File: config.mk
export PLATFORM = sky130hd
export DESIGN_NAME = pn_string_decoder
export DESIGN_NICKNAME = d
export VERILOG_FILES = /design/src/rtl/pn_pkg.sv /design/src/rtl/pn_hexchar.sv /design/src/rtl/pn_legacy_mux.sv /design/src/rtl/pn_len_check.sv /design/src/rtl/pn_string_decoder.sv
export SDC_FILE = /design/constraint.sdc
export NUM_CORES = 1
export LEC_CHECK = 0
export BUFFER_PORTS_ARGS = -buffer_cell sky130_fd_sc_hd__buf_2
export CAP_MARGIN = 10
export CORE_MARGIN = 1
export CORE_UTILIZATION = 40
export DETAILED_ROUTE_END_ITERATION = 6
export PLACE_DENSITY = 0.54
export SETUP_SLACK_MARGIN = 0.2
export SLEW_MARGIN = 25
export SYNTH_ARGS = -nofsm -noshare
export SYNTH_HDL_FRONTEND = slang
export SYNTH_SLANG_ARGS = --single-unit
File: constraint.sdc
create_clock -name clk -period 7.19 [get_ports clk]
set_input_delay 1.0785 -clock clk [delete_from_list [all_inputs] [get_ports clk]]
set_output_delay 1.0785 -clock clk [all_outputs]
set_load 0.03 [all_outputs]
File: src/rtl/pn_pkg.sv
package pn_pkg;

  typedef enum logic [1:0] {
    PN_OK      = 2'd0,
    PN_NOSPACE = 2'd1,
    PN_SECTION = 2'd2,
    PN_RDERR   = 2'd3
  } pn_status_e;

  typedef enum logic [2:0] {
    S_IDLE,
    S_REQ,
    S_WAIT,
    S_LEGACY,
    S_STR_HI,
    S_STR_LO,
    S_NULL,
    S_DONE
  } pn_state_e;

  typedef enum logic [1:0] {
    PH_H0,
    PH_H1,
    PH_LEN,
    PH_DATA
  } pn_phase_e;

  localparam int LEG_BYTES = 11;
  localparam int LEG_HYPHEN_IDX = 6;
  localparam logic [7:0] HYPHEN_CH = 8'h2D;

endpackage

File: src/rtl/pn_hexchar.sv
module pn_hexchar (
  input  logic [3:0] nib,
  output logic [7:0] ch
);
  always_comb begin
    if (nib < 4'd10) ch = 8'h30 + {4'h0, nib};
    else             ch = 8'h37 + {4'h0, nib};
  end
endmodule

File: src/rtl/pn_legacy_mux.sv
module pn_legacy_mux
  import pn_pkg::*;
(
  input  logic [15:0] w0,
  input  logic [15:0] w1,
  input  logic [3:0]  sel,
  output logic [7:0]  byte_o
);
  localparam int NSLOT = 16;
  localparam int NHEX  = LEG_BYTES - 1;

  // slot g takes nibble nib_vec[4g+:4]; slot 7 is a zero nibble, slot 6 is overridden
  logic [4*NHEX-1:0] nib_vec;
  logic [7:0] chars [NSLOT];

  assign nib_vec = {w1[3:0], w1[7:4], 4'h0, 4'h0, w1[11:8], w1[15:12],
                    w0[3:0], w0[7:4], w0[11:8], w0[15:12]};

  for (genvar g = 0; g < NSLOT; g++) begin : g_slot
    if (g < NHEX) begin : g_hex
      pn_hexchar u_hex (
        .nib (nib_vec[4*g +: 4]),
        .ch  (chars[g])
      );
    end else begin : g_nul
      assign chars[g] = 8'h00;
    end
  end

  assign byte_o = (sel == 4'(LEG_HYPHEN_IDX)) ? HYPHEN_CH : chars[sel];
endmodule

File: src/rtl/pn_len_check.sv
module pn_len_check #(
  parameter int LEN_W = 16,
  parameter int CAP_W = 16
) (
  input  logic             legacy_mode,
  input  logic [LEN_W-1:0] len,
  input  logic [CAP_W-1:0] cap,
  output logic             bad_len,
  output logic             short_cap
);
  import pn_pkg::*;
  localparam int NW = LEN_W + 2;
  localparam int MW = (CAP_W > NW) ? CAP_W : NW;

  logic [MW-1:0] need;
  logic [MW-1:0] cap_ext;

  always_comb begin
    if (legacy_mode) need = MW'(LEG_BYTES);
    else             need = (MW'(len) << 1) - MW'(1);
  end

  assign cap_ext   = MW'(cap);
  assign bad_len   = (len == '0) || (&len);
  assign short_cap = cap_ext < need;
endmodule

File: src/rtl/pn_string_decoder.sv
module pn_string_decoder
  import pn_pkg::*;
#(
  parameter int          AW    = 16,
  parameter int          CAP_W = 16,
  parameter int          IDX_W = 17,
  parameter int          HDR0  = 8,
  parameter int          HDR1  = 9,
  parameter logic [15:0] GUARD = 16'hFAFA
) (
  input  logic             clk,
  input  logic             rst,
  input  logic             start,
  input  logic [CAP_W-1:0] cap,
  output logic             busy,
  output logic             rd_req,
  output logic [AW-1:0]    rd_addr,
  input  logic             rd_ack,
  input  logic [15:0]      rd_data,
  input  logic             rd_err,
  output logic             out_valid,
  output logic [IDX_W-1:0] out_idx,
  output logic [7:0]       out_byte,
  output logic             done,
  output logic [1:0]       status
);
  localparam logic [IDX_W-1:0] LEG_LAST = IDX_W'(LEG_BYTES - 1);

  pn_state_e        state_q;
  pn_phase_e        phase_q;
  pn_status_e       status_q;
  logic [AW-1:0]    addr_q;
  logic [15:0]      w0_q;
  logic [15:0]      w1_q;
  logic [15:0]      remain_q;
  logic [IDX_W-1:0] idx_q;
  logic [CAP_W-1:0] cap_q;
  logic             legacy_q;

  logic [7:0] leg_byte;
  logic       bad_len;
  logic       short_cap;

  pn_legacy_mux u_leg (
    .w0     (w0_q),
    .w1     (w1_q),
    .sel    (idx_q[3:0]),
    .byte_o (leg_byte)
  );

  pn_len_check #(.LEN_W(16), .CAP_W(CAP_W)) u_len (
    .legacy_mode (phase_q == PH_H1),
    .len         (rd_data),
    .cap         (cap_q),
    .bad_len     (bad_len),
    .short_cap   (short_cap)
  );

  assign busy   = (state_q != S_IDLE);
  assign status = status_q;

  always_ff @(posedge clk) begin
    if (rst) begin
      state_q   <= S_IDLE;
      phase_q   <= PH_H0;
      status_q  <= PN_OK;
      addr_q    <= '0;
      w0_q      <= '0;
      w1_q      <= '0;
      remain_q  <= '0;
      idx_q     <= '0;
      cap_q     <= '0;
      legacy_q  <= 1'b0;
      rd_req    <= 1'b0;
      rd_addr   <= '0;
      out_valid <= 1'b0;
      out_idx   <= '0;
      out_byte  <= '0;
      done      <= 1'b0;
    end else begin
      rd_req    <= 1'b0;
      out_valid <= 1'b0;
      done      <= 1'b0;
      case (state_q)
        S_IDLE: begin
          if (start) begin
            addr_q   <= AW'(HDR0);
            phase_q  <= PH_H0;
            idx_q    <= '0;
            cap_q    <= cap;
            legacy_q <= 1'b0;
            state_q  <= S_REQ;
          end
        end
        S_REQ: begin
          rd_req  <= 1'b1;
          rd_addr <= addr_q;
          state_q <= S_WAIT;
        end
        S_WAIT: begin
          if (rd_ack) begin
            if (rd_err) begin
              status_q <= PN_RDERR;
              state_q  <= S_DONE;
            end else begin
              case (phase_q)
                PH_H0: begin
                  w0_q    <= rd_data;
                  addr_q  <= AW'(HDR1);
                  phase_q <= PH_H1;
                  state_q <= S_REQ;
                end
                PH_H1: begin
                  w1_q <= rd_data;
                  if (w0_q != GUARD) begin
                    legacy_q <= 1'b1;
                    if (short_cap) begin
                      status_q <= PN_NOSPACE;
                      state_q  <= S_DONE;
                    end else begin
                      state_q <= S_LEGACY;
                    end
                  end else begin
                    addr_q  <= AW'(rd_data);
                    phase_q <= PH_LEN;
                    state_q <= S_REQ;
                  end
                end
                PH_LEN: begin
                  if (bad_len) begin
                    status_q <= PN_SECTION;
                    state_q  <= S_DONE;
                  end else if (short_cap) begin
                    status_q <= PN_NOSPACE;
                    state_q  <= S_DONE;
                  end else begin
                    remain_q <= rd_data - 16'd1;
                    addr_q   <= addr_q + AW'(1);
                    phase_q  <= PH_DATA;
                    state_q  <= (rd_data == 16'd1) ? S_NULL : S_REQ;
                  end
                end
                default: begin
                  w1_q    <= rd_data;
                  state_q <= S_STR_HI;
                end
              endcase
            end
          end
        end
        S_LEGACY: begin
          out_valid <= 1'b1;
          out_idx   <= idx_q;
          out_byte  <= leg_byte;
          idx_q     <= idx_q + IDX_W'(1);
          if (idx_q == LEG_LAST) begin
            status_q <= PN_OK;
            state_q  <= S_DONE;
          end
        end
        S_STR_HI: begin
          out_valid <= 1'b1;
          out_idx   <= idx_q;
          out_byte  <= w1_q[15:8];
          idx_q     <= idx_q + IDX_W'(1);
          state_q   <= S_STR_LO;
        end
        S_STR_LO: begin
          out_valid <= 1'b1;
          out_idx   <= idx_q;
          out_byte  <= w1_q[7:0];
          idx_q     <= idx_q + IDX_W'(1);
          remain_q  <= remain_q - 16'd1;
          if (remain_q == 16'd1) begin
            state_q <= S_NULL;
          end else begin
            addr_q  <= addr_q + AW'(1);
            state_q <= S_REQ;
          end
        end
        S_NULL: begin
          out_valid <= 1'b1;
          out_idx   <= idx_q;
          out_byte  <= 8'h00;
          status_q  <= PN_OK;
          state_q   <= S_DONE;
        end
        default: begin
          done    <= 1'b1;
          state_q <= S_IDLE;
        end
      endcase
    end
  end

  AST_REQ_PULSE: assert property (@(posedge clk) disable iff (rst)
    rd_req |=> !rd_req);
  AST_REQ_ONLY_BUSY: assert property (@(posedge clk) disable iff (rst)
    rd_req |-> busy);
  AST_LEG_HYPHEN: assert property (@(posedge clk) disable iff (rst)
    (out_valid && legacy_q && out_idx == IDX_W'(LEG_HYPHEN_IDX)) |-> out_byte == HYPHEN_CH);
  AST_IDX_STEP: assert property (@(posedge clk) disable iff (rst)
    (out_valid && $past(out_valid)) |-> out_idx == $past(out_idx) + IDX_W'(1));
  AST_DONE_PULSE: assert property (@(posedge clk) disable iff (rst)
    done |=> !done);
  AST_DONE_NO_BYTE: assert property (@(posedge clk) disable iff (rst)
    done |-> !out_valid);

endmodule

==> summary.md, run 1 <==
| Metric | Value |
|---|---|
| # fillers | `2222` |
| Area growth from synthesis to layout | `12.9%` |
| Worst Path Arrival | `5.58 ns` |
| Sequential share of power | `36.9%` |
| Placed inst area | `9300 sq um` |
| Dpl hpwl | `18800 microns` |
| GRT Total Usage | `24.4%` |
| Count of cell types in the netlist | `68` |
| Non-Filler Instances | `1476` |
| Pwr Total | `2.76 mW` |
| Final min period | `5.21 ns` |
| Pleak | `3.62 nW` |
| Root Buffer | `clkbuf_16` |
| Avg Inst Size Synth | `7.60 sq um` |
| Post-DRT Antenna Nets | `0` |
| Largest net degree at the start of global routing | `69` |
| Synthesis Warnings | `0` |
| Final setup vio count | `0` |
| Htree depth | `4` |
| Clock share of power | `32.6%` |
| Die area | `22500 sq um` |
| Crit Path Max Fanout | `12` |
| DR vias/cell | `5.67` |
| Post-CTS Setup Bufs | `0` |
| Combinational power share | `30.6%` |
| Worst stage delay on the critical path | `0.80 ns` |
| Clk sink count | `148` |
| Setup Skew | `0.0137 ns` |
| Final Util | `46.6%` |
| # diodes | `0` |
| WP data required | `7.57 ns` |
| I/O Buffers | `83` |
| Max-slew headroom | `36.0%` |
| Gpl congestion | `0.849` |
| Die W | `150 microns` |
| CTS tree | `yes` |
| Peak supply drop | `0.149 mV` |
| Cell Rows | `53` |
| Ports | `84` |
| Clock Tree Buf Depth | `2` |
| Max-capacitance violation count | `0` |
| Delay-heaviest family, CP | `compound AO/OA/AOI/OAI gates` |
| Number of buffers created by CTS | `17` |
| Run status | `complete, no violations` |
| Initial core utilization | `41.3%` |
| Sw frac | `39.9%` |
| First-pass GRT wire length | `42700 microns` |
| Gr ovfl total | `0` |
| Syn nets | `1229` |
| Detailed Route Iter0 Violations | `530` |
| Worst path bufs/invs | `1` |
| Power Internal | `1.66 mW` |
| Syn Inst Count | `1153` |
| FF+latch count, synth | `148` |
| Worst slew pin tran | `0.954 ns` |
| Router iterations before antenna repair | `5` |
| Initial antenna violation count | `0` |
| Hold_buf cts | `0` |
| Worst-path cell chain | `buf_2, or4_4, nor2_1, nand2_1, or3_1, xnor2_1, nand2_1, ha_1, a21oi_1, a21boi_0, a311oi_1, a21boi_1, o21ai_1, o21ai_0, o21ai_1` |
| Vert. Die Dim | `150 microns` |
| Vias in the first global route | `7706` |
| Fmax | `192 MHz` |
| Design area | `9890 sq um` |
| Clk Latency, worst-skew pair | `0.44 ns` |
| Switching power | `1.10 mW` |
| CP startpoint kind | `primary input` |
| Detailed Route WL | `26800 microns` |
| Nets@finish | `1264` |
| CP Capture Type | `register` |
| Post-synth ARST share | `0%` |
| Sequential area share after synthesis | `33.8%` |
| Core area | `21200 sq um` |
| Setup CP Type | `primary input to register` |
| Pins over their slew limit | `0` |
| Prevailing post-synth register cell | `dfxtp_1` |
| Resized Gates After CTS | `0` |
| Mapped Area | `8760 sq um` |
| Residual DRC | `0` |
| Cell Pwr Density | `279 nW/um^2` |
| HP Class | `register to register` |
| Via count | `8375` |
| RSZ-0062 raised after global routing | `false` |
| Drt wl/cell | `18.2 microns` |
| Crit share post-route | `72.4%` |
| EDFF count, synth | `0` |
| Share of cells above drive strength 1 | `12.9%` |
| Crit-path slowest cell | `o21ai_1` |
| Placed Cells | `1444` |
| Final Hold Fails | `0` |
| Clock transition at path regs | `0.07 ns` |
| Final setup TNS | `0 ns` |
[area by class of cell]
type	instances	area (sq um)	share of cell area, %
Sequential cell	148	2960	29.9
Clock inverter	15	164	1.66
Inverter	35	131	1.33
Timing Repair Buffer	95	508	5.13
Tap cell	275	344	3.48
Multi-Input combinational cell	891	5360	54.2
Clock buffer	17	425	4.30
[cells in the mapped netlist, types with 5 or more instances]
cell      instances  area (sq um)
buf_1             8          30.0
buf_2             6          30.0
o21ai_0          34           170
nor2b_1          13          81.3
a311oi_1          9          78.8
nand3_1          34           170
or3_1            12          75.1
clkbuf_1         62           233
ha_1             39           488
inv_1            33           124
a22o_1           23           201
nor3_1           34           170
and3_1           11          68.8
nor4_1           12          75.1
dfxtp_1         148          2960
nor2_1           82           308
a211oi_1         18           135
o31ai_1           9          67.6
nand3b_1          6          45.0
and2_1            5          31.3
xnor2_1          24           210
a21o_1            5          37.5
o211ai_1         13          97.6
nand2_1         203           762
and4_1            5          43.8
xor2_1           19           166
nand2b_1          6          37.5
or2_2            12          75.1
a32o_1            5          50.1
o21a_1            5          37.5
mux2i_1           9          90.1
nand4_1          14          87.6
a21oi_1         138           691
a31oi_1          11          68.8
o21ai_1          13          65.1
[worst min-delay path: stages (launching register included)]
cell,delay (ns)
dfxtp_1,0.31
nand2_1,0.05
nand2_1,0.04
[stage by stage]
step           hold slack [ns]  setup WS [ns]
2_1_floorplan            0.436           2.56
3_3_place_gp             0.419           1.77
3_5_place_dp             0.425           1.62
4_1_cts                  0.435           2.08
5_1_grt                  0.473           1.69
6_report                 0.431           1.98
[per-layer routing]
metal,track usage (%),wire length (microns),share of wire (%)
met5,0,0,0
met2,39.6,12500,47
met3,3.69,1120,4.2
met1,33.1,12700,47
met4,7.88,518,1.9
[path summary, 6_finish.rpt]
path	start	endpoint	slack, ns	cells past startpoint
worst max-delay path	rd_data[1]	remain_q[6]	1.98	15
worst min-delay path	out_byte[0]	out_byte[0]	0.43	2
worst max register to register	phase_q[1]	remain_q[6]	2.89	12
worst min register to register	out_byte[0]	out_byte[0]	0.43	2
[placed cells by master, fill, tap and decap left out, types with 14 or more instances in the layout]
cell,n
clkbuf_16,17
a22o_1,23
ha_1,39
a211oi_1,18
nand3_1,34
xor2_1,19
o21ai_0,34
a21oi_1,137
nand2_1,203
nor3_1,34
inv_1,33
nand4_1,14
buf_2,82
dfxtp_1,148
nor2_1,81
xnor2_1,24
[power by group through the flow]
stage | Sequential, mW | Clock, mW | Combinational (mW)
4_1_cts | 1.02 | 0.918 | 0.843
2_1_floorplan | 1.03 | 0 | 0.611
6_report | 1.02 | 0.900 | 0.844
3_5_place_dp | 1.03 | 0 | 0.840
3_3_place_gp | 1.04 | 0 | 0.834
5_1_grt | 1.03 | 0.953 | 0.942
[state kept, by name (all words and copies together) (netlist names)]
register	cells
addr_q	16
cap_q	16
done	1
idx_q	17
out_byte	8
out_idx	17
out_valid	1
phase_q	2
rd_addr	16
rd_req	1
remain_q	16
state_q	3
status	2
w0_q	16
w1_q	16
[kinds of logic (layout without fill, tap and decap cells)]
logic type	Yosys count	in the layout	share of synthesized area, %
AO/OA/AOI/OAI	329	329	24.3
adder cells (fa/ha/maj)	39	39	5.57
buffers and inverters	114	162	5.18
XOR/XNOR	43	43	4.30
AND/OR/NAND/NOR	468	468	25.1
flip-flops	148	148	33.8
multiplexers	12	12	1.80
(Power assumes the default switching activity.)
==> inputs of run 2 (changes only) <==
clock period = 5.2 ns   (was 7.19 ns; I/O delays follow)
==> run 2 against run 1 <==
  * First-iteration DRC count down 0.75%
  * Cell count up 0.34%
  * Critical path type unchanged
  * Clock-buffer cell count unchanged
  * Critical endpoint is now addr_q[14]
  * Wire length up 0.88%
==> summary.md, run 2 (synthesized netlist as in run 1, its figures left out) <==
| Metric | Value |
|---|---|
| Top Registers | `idx_q x17, out_idx x17` |
| Worst Path Arrival | `4.83 ns (-0.75 ns)` |
| Vias in the first global route | `7722 (+0.21%)` |
| Router iterations before antenna repair | `6 (+1)` |
| Ports | `84 (unchanged)` |
| Residual DRC | `0 (unchanged)` |
| Worst path bufs/invs | `2 (+1)` |
| DR vias/cell | `5.68 (+0.11%)` |
| CP Capture Type | `register` |
| Worst-path cell chain | `buf_2, inv_1, ha_1, or3b_2, nor3_1, xnor2_1, or2_2, ha_1, and4_1, nor4b_1, o31ai_1, a21oi_4, a21o_1, a21oi_1, a311oi_1` |
| Clk Latency, worst-skew pair | `0.44 ns (about the same)` |
| Post-CTS Setup Bufs | `0 (unchanged)` |
| Pleak | `3.65 nW (+0.93%)` |
| Met3 usage | `3.93% (+0.24 points)` |
| Final setup vio count | `0 (unchanged)` |
| Post-DRT Antenna Nets | `0 (unchanged)` |
| Area growth from synthesis to layout | `13.4%` |
| Clock Tree Buf Depth | `2 (unchanged)` |
| Root Buffer | `clkbuf_16` |
| Commonest non-fill, non-tap cell in the layout | `nand2_1` |
| Core area | `21200 sq um (unchanged)` |
| CP startpoint kind | `primary input` |
| # fillers | `2198 (-1.1%)` |
| RSZ-0062 raised after global routing | `false` |
| Final setup TNS | `0 ns (unchanged)` |
| Crit Path Max Fanout | `20 (+8)` |
| Via count | `8413 (+0.45%)` |
| First-pass GRT wire length | `42800 microns (+0.24%)` |
| Max-slew headroom | `36.1% (+0.11 points)` |
| Post-Place Setup Slack | `0.375 ns (-1.25 ns)` |
| Detailed Route WL | `27000 microns (+0.88%)` |
| Clk sink count | `148 (unchanged)` |
| Cell Rows | `53 (unchanged)` |
| Gr busiest metal | `met2` |
| M2 GR Usage | `39.4% (-0.21 points)` |
| I/O Buffers | `83 (unchanged)` |
| Peak supply drop | `0.265 mV (+78%)` |
| Resized Gates After CTS | `0 (unchanged)` |
| Crit share post-route | `86.6%` |
| GRT Total Usage | `24.6% (+0.20 points)` |
| Die W | `150 microns (unchanged)` |
| Vert. Die Dim | `150 microns (unchanged)` |
| Delay-heaviest family, CP | `compound AO/OA/AOI/OAI gates` |
| Final Hold Fails | `0 (unchanged)` |
| CTS tree | `yes` |
| Initial antenna violation count | `0 (unchanged)` |
| Nets@finish | `1269 (+0.40%)` |
| Die area | `22500 sq um (unchanged)` |
| Crit-path slowest cell | `a21o_1` |
| Gr ovfl total | `0 (unchanged)` |
| HP Class | `register to register` |
| Met1 GRT Util | `33.2% (+0.10 points)` |
| Setup Skew | `0.0118 ns (-0.00190 ns)` |
| Initial core utilization | `41.3% (unchanged)` |
| Number of buffers created by CTS | `17 (unchanged)` |
| Dpl hpwl | `19100 microns (+1.4%)` |
| Share of cells above drive strength 1 | `13.3% (+0.44 points)` |
| Commonest non-fill, non-tap cells in the layout | `203 x nand2_1, 147 x dfxtp_1, 137 x a21oi_1` |
| # diodes | `0 (unchanged)` |
| Fmax | `222 MHz` |
| WP data required | `5.53 ns (-2.04 ns)` |
| Setup ws final | `0.698 ns (-1.28 ns)` |
| Largest net degree at the start of global routing | `74 (+7.2%)` |
| Hold_buf cts | `0 (unchanged)` |
| Worst stage delay on the critical path | `0.65 ns (-0.15 ns)` |
| Most Frequent Cell on Critical Path | `ha_1` |
| Final min period | `4.50 ns` |
| Gpl congestion | `0.907 (+6.9%)` |
| Clock transition at path regs | `0.07 ns (about the same)` |
| Drt wl/cell | `18.3 microns (+0.54%)` |
| Run status | `complete, no violations` |
| Max-capacitance violation count | `0 (unchanged)` |
| Worst slew pin tran | `0.950 ns (-0.00407 ns)` |
| Pwr Total | `3.83 mW (+39%)` |
| Pins over their slew limit | `0 (unchanged)` |
| Cell Pwr Density | `386 nW/um^2 (+38%)` |
| Detailed Route Iter0 Violations | `526 (-0.75%)` |
| Htree depth | `4 (unchanged)` |
| Setup CP Type | `primary input to register` |
==> run 2: cell count changes in the layout (fill, tap and decap cells not counted), sizes merged <==
| cell | change |
|---|---|
| bufinv | +1 |
| clkinv | +3 |
| buf | +5 |
| clkinvlp | -3 |
| inv | -1 |
==> run 2: final cells by class <==
class,instances,area (sq um),share of cell area (%)
Tap cell,275,344,3.46
Sequential cell,148,2960,29.8
Inverter,35,131,1.32
Timing Repair Buffer,100,546,5.49
Multi-Input combinational cell,891,5360,53.9
Clock inverter,15,165,1.66
Clock buffer,17,425,4.28
==> run 2: power by group <==
group	total, mW	switching, mW	internal (mW)
combinational	1.14	0.753	0.390
clock	1.26	0.579	0.682
sequential	1.42	0.168	1.26
==> run 2: path summary, 6_finish.rpt <==
kind	from	endpoint	slack, ns	cells after the start
setup / recovery	rd_data[0]	addr_q[14]	0.70	15
hold / removal	out_byte[0]	out_byte[0]	0.43	2
setup reg to reg	phase_q[1]	addr_q[14]	1.26	12
hold reg to reg	out_byte[0]	out_byte[0]	0.43	2
==> run 2: per-layer routing <==
| metal | wire length (microns) | share of wire, % |
|---|---|---|
| met1 | 12900 | 48 |
| met2 | 12400 | 46 |
| met3 | 1190 | 4.4 |
| met4 | 625 | 2.3 |
| met5 | 0 | 0 |
==> run 2: worst reg2reg max path: cells and delay by family, from the launching register on <==
kind | cells | cell delay (ns)
AO/OA/AOI/OAI | 5 | 1.67
buffers and inverters | 2 | 0.44
adder cells (fa/ha/maj) | 2 | 0.80
AND/OR/NAND/NOR | 3 | 0.53
flip-flops | 1 | 0.35
==> run 2: per-stage QoR <==
stage                     util, %  hold WS, ns  instances  instance area (sq um)
after floorplan                 -        0.436       1153                   8760
after global placement       44.0        0.421       1449                   9330
after detailed placement     44.0        0.425       1449                   9330
after CTS                    46.8        0.435       1481                   9920
after global routing         46.8        0.476       1481                   9930
final                        46.8        0.430       1481                   9930
==> inputs of run 3 (changes only) <==
CORE_UTILIZATION = 50   (was 40)
PLACE_DENSITY = 0.65   (was 0.54)
==> run 3 against run 2 <==
  * Critical path type unchanged
  * Highest routed layer unchanged
  * Clock skew decreased by 0.0038 ns
  * Critical path depth did not move
  * Hold slack improved by 0.0092 ns
  * Clock power fell by 6%
  * Sequential power hardly changed
  * Final area is 1.3% lower
  * Clock-buffer cell count unchanged
==> summary.md, run 3 (synthesized netlist as in run 1, its figures left out) <==
| Metric | Value |
|---|---|
| Run status | `complete, no violations` |
| Initial core utilization | `51.0% (+9.7 points)` |
| Top Registers | `idx_q x17, out_idx x17` |
| Detailed Route WL | `24800 microns (-8.2%)` |
| WP data required | `5.54 ns (about the same)` |
| Setup slack, reg-to-reg | `1.01 ns (-0.25 ns)` |
| Hold_buf cts | `0 (unchanged)` |
| CP startpoint kind | `primary input` |
| Worst-path cell chain | `buf_2, inv_1, ha_1, or3b_2, nor3_1, xnor2_1, or2_2, ha_1, and4_1, nor4b_1, o31ai_1, a21oi_4, a21oi_2, a2111oi_0, o31ai_1` |
| Vias in the first global route | `7457 (-3.4%)` |
| Post-CTS Setup Bufs | `0 (unchanged)` |
| Resized Gates After CTS | `0 (unchanged)` |
| Cell Pwr Density | `381 nW/um^2 (-1.1%)` |
| Min-Delay Path Depth | `2 (unchanged)` |
| Setup CP Type | `primary input to register` |
| Final Hold Fails | `0 (unchanged)` |
| Root Buffer | `clkbuf_16` |
| Ports | `84 (unchanged)` |
| Core area | `17200 sq um (-19%)` |
| RSZ-0062 raised after global routing | `false` |
| Largest net degree at the start of global routing | `71 (-4.1%)` |
| CP Capture Type | `register` |
| Max-capacitance violation count | `0 (unchanged)` |
| Via count | `8442 (+0.34%)` |
| Router iterations before antenna repair | `5 (-1)` |
| Post-DRT Antenna Nets | `0 (unchanged)` |
| Residual DRC | `0 (unchanged)` |
| Hold path endpoint | `out_byte[0]` |
| # diodes | `0 (unchanged)` |
| Drt wl/cell | `17.4 microns (-4.8%)` |
| Clock transition at path regs | `0.07 ns (about the same)` |
| Die area | `18100 sq um (-20%)` |
| Final min period | `4.60 ns (+0.103 ns)` |
| Clk Latency, worst-skew pair | `0.42 ns (-0.02 ns)` |
| RR Startpoint | `phase_q[1]` |
| Crit Path Max Fanout | `15 (-25%)` |
| CTS tree | `yes` |
| Detailed Route Iter0 Violations | `655 (+25%)` |
| RR Endpoint | `addr_q[2]` |
| Fmax | `217 MHz (-2.2%)` |
| Pleak | `3.61 nW (-1.1%)` |
| Commonest non-fill, non-tap cell in the layout | `nand2_1` |
| Peak supply drop | `0.252 mV (-4.9%)` |
| Placed Cells | `1394 (-3.8%)` |
| Share of cells above drive strength 1 | `12.8% (-0.54 points)` |
| DR vias/cell | `5.92 (+4.1%)` |
| Crit share post-route | `88.6% (+2.0 points)` |
| Hold_sp | `out_byte[0]` |
| Htree depth | `4 (unchanged)` |
| # fillers | `1720 (-22%)` |
| Setup Skew | `0.00796 ns (-0.00385 ns)` |
| I/O Buffers | `83 (unchanged)` |
| HP Class | `register to register` |
| Number of buffers created by CTS | `17 (unchanged)` |
| Crit-path slowest cell | `o31ai_1` |
| Vert. Die Dim | `134 microns (-10%)` |
| Dpl hpwl | `17300 microns (-9.7%)` |
| GRT Total Usage | `27.7% (+3.0 points)` |
| Area growth from synthesis to layout | `11.9%` |
| Final setup vio count | `0 (unchanged)` |
| Clock Tree Buf Depth | `2 (unchanged)` |
| Die W | `134 microns (-10%)` |
| Clk sink count | `148 (unchanged)` |
| Initial antenna violation count | `0 (unchanged)` |
| Worst slew pin tran | `1.02 ns (+0.0698 ns)` |
| Max-slew headroom | `31.4% (-4.7 points)` |
| Gr ovfl total | `0 (unchanged)` |
| Nets@finish | `1265 (-0.32%)` |
| Setup ws final | `0.595 ns (-0.103 ns)` |
| R2R depth | `12 (unchanged)` |
| Pins over their slew limit | `0 (unchanged)` |
| Commonest non-fill, non-tap cells in the layout | `203 x nand2_1, 148 x dfxtp_1, 138 x a21oi_1` |
| Pwr Total | `3.74 mW (-2.4%)` |
| Gpl congestion | `0.885 (-2.4%)` |
| First-pass GRT wire length | `39500 microns (-7.7%)` |
| Cell Rows | `48 (-9.4%)` |
| Non-Filler Instances | `1427 (-3.6%)` |
| Final setup TNS | `0 ns (unchanged)` |
| Post-Place Setup Slack | `0.230 ns (-0.145 ns)` |
| Worst stage delay on the critical path | `0.67 ns (+0.02 ns)` |
| Worst Path Arrival | `4.94 ns (+0.11 ns)` |
run 3: layer usage:
layer / routed length [microns] / track usage (%) / up-vias
met4: 581 / 10.0 / 0
met5: 0 / 0 / -
li1: - / - / 4213
met2: 11300 / 43.9 / 297
met3: 1360 / 4.38 / 43
met1: 11500 / 37.8 / 3889
run 3: how the worst max path moves through the flow:
stage                          start          end  slack [ns]  cells past startpoint
after floorplan           rd_data[0]  remain_q[7]        0.87                     18
after global placement    rd_data[1]    addr_q[2]        0.41                     15
after detailed placement  rd_data[0]    addr_q[2]        0.23                     15
after CTS                 rd_data[0]    addr_q[5]        0.67                     15
after global routing      rd_data[0]    addr_q[5]        0.30                     15
final                     rd_data[0]    addr_q[2]        0.60                     15
run 3: cell type report:
type	instances	area [sq um]	share of cell area, %
tap	225	282	2.87
sequential	148	2960	30.2
clock inverter	15	140	1.43
clock buffer	17	425	4.34
timing repair buffer	96	515	5.26
inverter	35	131	1.34
multi-input combinational	891	5350	54.5
run 3: per-stage QoR:
step / utilization [%] / hold slack [ns] / cell area, sq um
6_report: 57.1 / 0.440 / 9800
2_1_floorplan: - / 0.436 / 8760
4_1_cts: 57.0 / 0.437 / 9800
3_3_place_gp: 53.7 / 0.423 / 9230
5_1_grt: 57.1 / 0.463 / 9800
3_5_place_dp: 53.7 / 0.425 / 9230
run 3: critical path, delay by kind of cell:
family	cells	cell delay, ns
simple gates	5	1.33
compound gates	5	1.87
fa+ha+maj	2	0.53
xor+xnor	1	0.12
buf+inv	2	0.30
run 3: power breakdown:
group | leakage (nW) | internal, mW | switching [mW]
Clock | 0.268 | 0.632 | 0.556
Sequential | 1.20 | 1.26 | 0.169
Combinational | 2.14 | 0.392 | 0.733
Total | 3.61 | 2.28 | 1.46
